$ cat src/rtl/fgt_wtrap.sv
module fgt_wtrap #(
  parameter int WORD_W = 64,
  parameter int SEL_W = 5,
  parameter int SYN_W = 6,
  parameter logic [SYN_W-1:0] TRAP_CLASS = 6'h18,
  parameter logic [WORD_W-1:0] BOTH_MASK = 64'h0000_0000_0060_6F0C,
  parameter logic [WORD_W-1:0] EL1_MASK  = 64'h0000_0000_0019_90B3,
  parameter int F0_BIT = 2
) (
  input  logic              clk,
  input  logic              rst_n,
  input  logic              ctl_we,
  input  logic [WORD_W-1:0] ctl_wdata,
  output logic [WORD_W-1:0] ctl_rdata,
  input  logic              wr_req,
  input  logic [1:0]        wr_el,
  input  logic              hyp_en,
  input  logic [1:0]        host_mode,
  input  logic [SEL_W-1:0]  wr_sel,
  output logic              trap,
  output logic [SYN_W-1:0]  syndrome,
  output logic              f0_ignore
);
  localparam logic [WORD_W-1:0] IMPL_MASK = BOTH_MASK | EL1_MASK;

  logic [WORD_W-1:0] ctl_q;
  logic low_el, host_gate, armed, hit_both, hit_el1;

  always_ff @(posedge clk) begin
    if (!rst_n)      ctl_q <= '0;
    else if (ctl_we) ctl_q <= ctl_wdata & IMPL_MASK;
  end

  assign ctl_rdata = ctl_q;

  assign low_el    = (wr_el == 2'd0) || (wr_el == 2'd1);
  assign host_gate = (host_mode != 2'b11);
  assign armed     = IMPL_MASK[wr_sel] && !ctl_q[wr_sel];
  assign hit_both  = BOTH_MASK[wr_sel] && low_el && host_gate;
  assign hit_el1   = EL1_MASK[wr_sel] && (wr_el == 2'd1);

  assign trap      = wr_req && hyp_en && armed && (hit_both || hit_el1);
  assign syndrome  = trap ? TRAP_CLASS : '0;
  assign f0_ignore = hyp_en && low_el && host_gate && !ctl_q[F0_BIT];
endmodule


$ cat config.mk
export PLATFORM = sky130hd
export DESIGN_NAME = fgt_wtrap
export DESIGN_NICKNAME = d
export VERILOG_FILES = /design/src/rtl/fgt_wtrap.sv
export SDC_FILE = /design/constraint.sdc
export NUM_CORES = 1
export LEC_CHECK = 0
export ABC_CLOCK_PERIOD_IN_PS = 3200
export BUFFER_PORTS_ARGS = -buffer_cell sky130_fd_sc_hd__buf_4
export CORE_MARGIN = 1
export CORE_UTILIZATION = 40
export CTS_BUF_LIST = sky130_fd_sc_hd__clkbuf_4 sky130_fd_sc_hd__clkbuf_8
export CTS_CLUSTER_DIAMETER = 80
export CTS_CLUSTER_SIZE = 10
export DETAILED_ROUTE_END_ITERATION = 10
export HOLD_SLACK_MARGIN = 0.08
export PLACE_DENSITY = 0.95
export SLEW_MARGIN = 10
export SYNTH_ARGS = -nofsm -noshare
export SYNTH_HDL_FRONTEND = slang
export SYNTH_SLANG_ARGS = --single-unit
$ cat constraint.sdc
create_clock -name clk -period 3.2 [get_ports clk]
set_input_delay 0.32 -clock clk [delete_from_list [all_inputs] [get_ports clk]]
set_output_delay 0.32 -clock clk [all_outputs]
set_load 0.01 [all_outputs]
==> reports/results.txt <==
hold_buf cts: 0
DRC viols: 0
first-pass iteration count of the detailed router: 4
non-filler cells, final: 256
WL per Instance: 11.1 um
I/O pins: 150
worst-case clock skew: 0 ns
initial antenna violation count: 0
synthesized area: 1490 um^2
CTS H-Tree Depth: 1
min cycle time layout: 2.17 ns
die area: 3970 um^2
wirelength, routed: 2840 um
Leak: 0.930 nW
Skew-Pair Late Insertion Delay: 0.25 ns
share of post-route cells with drive strength above 1: 0.295
max FFs per register: 20
Synth Instances: 159
post-placement cell count: 252
PwrDens: 351 nW/um^2
TritonCTS Buffers: 3
Worst path max stage delay: 0.51 ns
largest net degree at the start of global routing: 21
Final Max Tran Viols: 0
setup repair bufs after CTS: 0
CP Capture Type: primary output
FILL cells: 313
vias: 1,124
initial DRC count: 18
path type of the worst min-delay path: input port to register
gr ovfl total: 0
final hold vios: 0
P&R area growth vs syn: 20.4%
Post-DP Area: 1740 um^2
critical path class: register to primary output
register area: 400 um^2
Yosys top cell area share: 0.269
worst hold-check slack: 0.319 ns
CTS tree: done
Die X: 63.0 um
clock sink total: 20
maximum vdd drop: 0.237 mV
post-synth top area cell: dfxtp_1
clk root buf: clkbuf_8
post-synthesis sequential area ratio: 0.269
hpwl dp: 2210 um
Final nets: 292
Synth warnings: 0
Slowest cell on crit path: mux4_1
Die Span Y: 63.0 um
clk slew on worst S/H paths: 0.08 ns
WP data arrival: 1.85 ns
Final Cycle Share: 0.678
synthesized area per cell: 9.36 um^2
Crit Path Max Fanout: 4
Cell Chain, Critical Path: mux4_1, o22ai_1, nand3b_1, a211oi_2, buf_4
upper clock frequency limit: 461 MHz
outcome: finished, final reports clean
area of the core: 3440 um^2
CTS Buffer Depth: 2
count of cell types in the netlist: 28
# setup viols final: 0
DRT antenna net count: 0
max_cap viols: 0
Total Routing Usage GR: 0.136
RSZ-0062 raised after global routing: false
routability cong.: 0.700
post-cts sizing count: 0
first-pass GRT wire length: 4370 um
row cnt: 21
Starting Density: 0.433
Finished Cell Area: 1790 um^2
Startpoint Class: register
CP Data Required Time: 2.88 ns
n_diodes: 0
DR vias/cell: 4.39
largest cells by area after synthesis: dfxtp_1 27%, buf_4 25%, mux2i_1 16%
multi-input logic area: 837 um^2
most frequent cells in the layout: 57 x buf_4, 48 x conb_1, 24 x mux2i_1
PortBufs: 57
commonest non-fill, non-tap cell in the layout: buf_4
Setup TNS Final: 0 ns
Seq cells post-synth: 20
vias in the first global route: 977
[cells by family after synthesis]
logic type,count (synthesis),synth area share
multiplexers,27,0.214
buffers and inverters,61,0.287
flip-flops,20,0.269
AO/OA/AOI/OAI,12,0.0571
other,1,0.00252
adder cells (fa/ha/maj),3,0.0252
AND/OR/NAND/NOR,35,0.145
[final timing paths]
kind,startpoint,to,slack [ns],cells past startpoint
setup / recovery,ctl_rdata[2],syndrome[3],1.03,5
hold / removal,ctl_wdata[22],ctl_rdata[22],0.32,3
setup reg to reg,ctl_rdata[2],ctl_rdata[2],2.50,2
hold reg to reg,ctl_rdata[11],ctl_rdata[11],0.54,2
[layer usage]
| layer | global-route usage | vias up | share of wire |
|---|---|---|---|
| li1 | - | 547 | - |
| met3 | 0.0310 | 2 | 0.083 |
| met1 | 0.162 | 509 | 0.41 |
| met5 | 0 | - | 0 |
| met2 | 0.238 | 66 | 0.50 |
| met4 | 0.0436 | 0 | 0.0035 |
[worst max-delay path, delay by kind of cell, from the launching register on]
| family | cells | cell delay, ns |
|---|---|---|
| AO/OA/AOI/OAI | 2 | 0.43 |
| buffers and inverters | 1 | 0.17 |
| flip-flops | 1 | 0.37 |
| multiplexers | 1 | 0.51 |
| AND/OR/NAND/NOR | 1 | 0.13 |
[Yosys cell counts]
library cell  number
dfxtp_1           20
inv_1              4
buf_2              3
mux2i_1           24
ha_1               3
nand2b_1           1
nor2_1             2
o31ai_1            1
mux4_1             3
a22oi_1            1
a211oi_2           1
nand4b_1           1
clkbuf_1           3
buf_6              1
a32oi_1            1
nor3_1             2
nor2b_1           20
buf_4             50
nand3b_1           4
conb_1             1
a21oi_1            2
nand3_1            2
nand2_1            2
a31oi_1            1
a2bb2oi_1          1
o22ai_1            3
nor4bb_1           1
o21ai_0            1
[final cells by class]
type                    count  share of cell area
well taps                  46              0.0321
flip-flops and latches     20               0.223
repair buffers             57               0.239
clock buffers               4              0.0307
multi-input cells         125               0.467
inverters                   4             0.00837
[power by group]
part / internal (W) / total (W) / switching, W
Sequential: 0.000264 / 0.000276 / 0.0000124
Combinational: 0.0000808 / 0.000165 / 0.0000837
Clock: 0.000109 / 0.000189 / 0.0000798
Total: 0.000454 / 0.000630 / 0.000176
[stage by stage]
step           utilization  setup WS, ns  total power, W
2_1_floorplan            -          1.00        0.000420
3_3_place_gp         0.505          1.04        0.000441
3_5_place_dp         0.505          1.04        0.000446
4_1_cts              0.521          1.02        0.000632
5_1_grt              0.521         0.934        0.000661
6_report             0.521          1.03        0.000630
No activity file was read; power rests on OpenSTA's default activity.
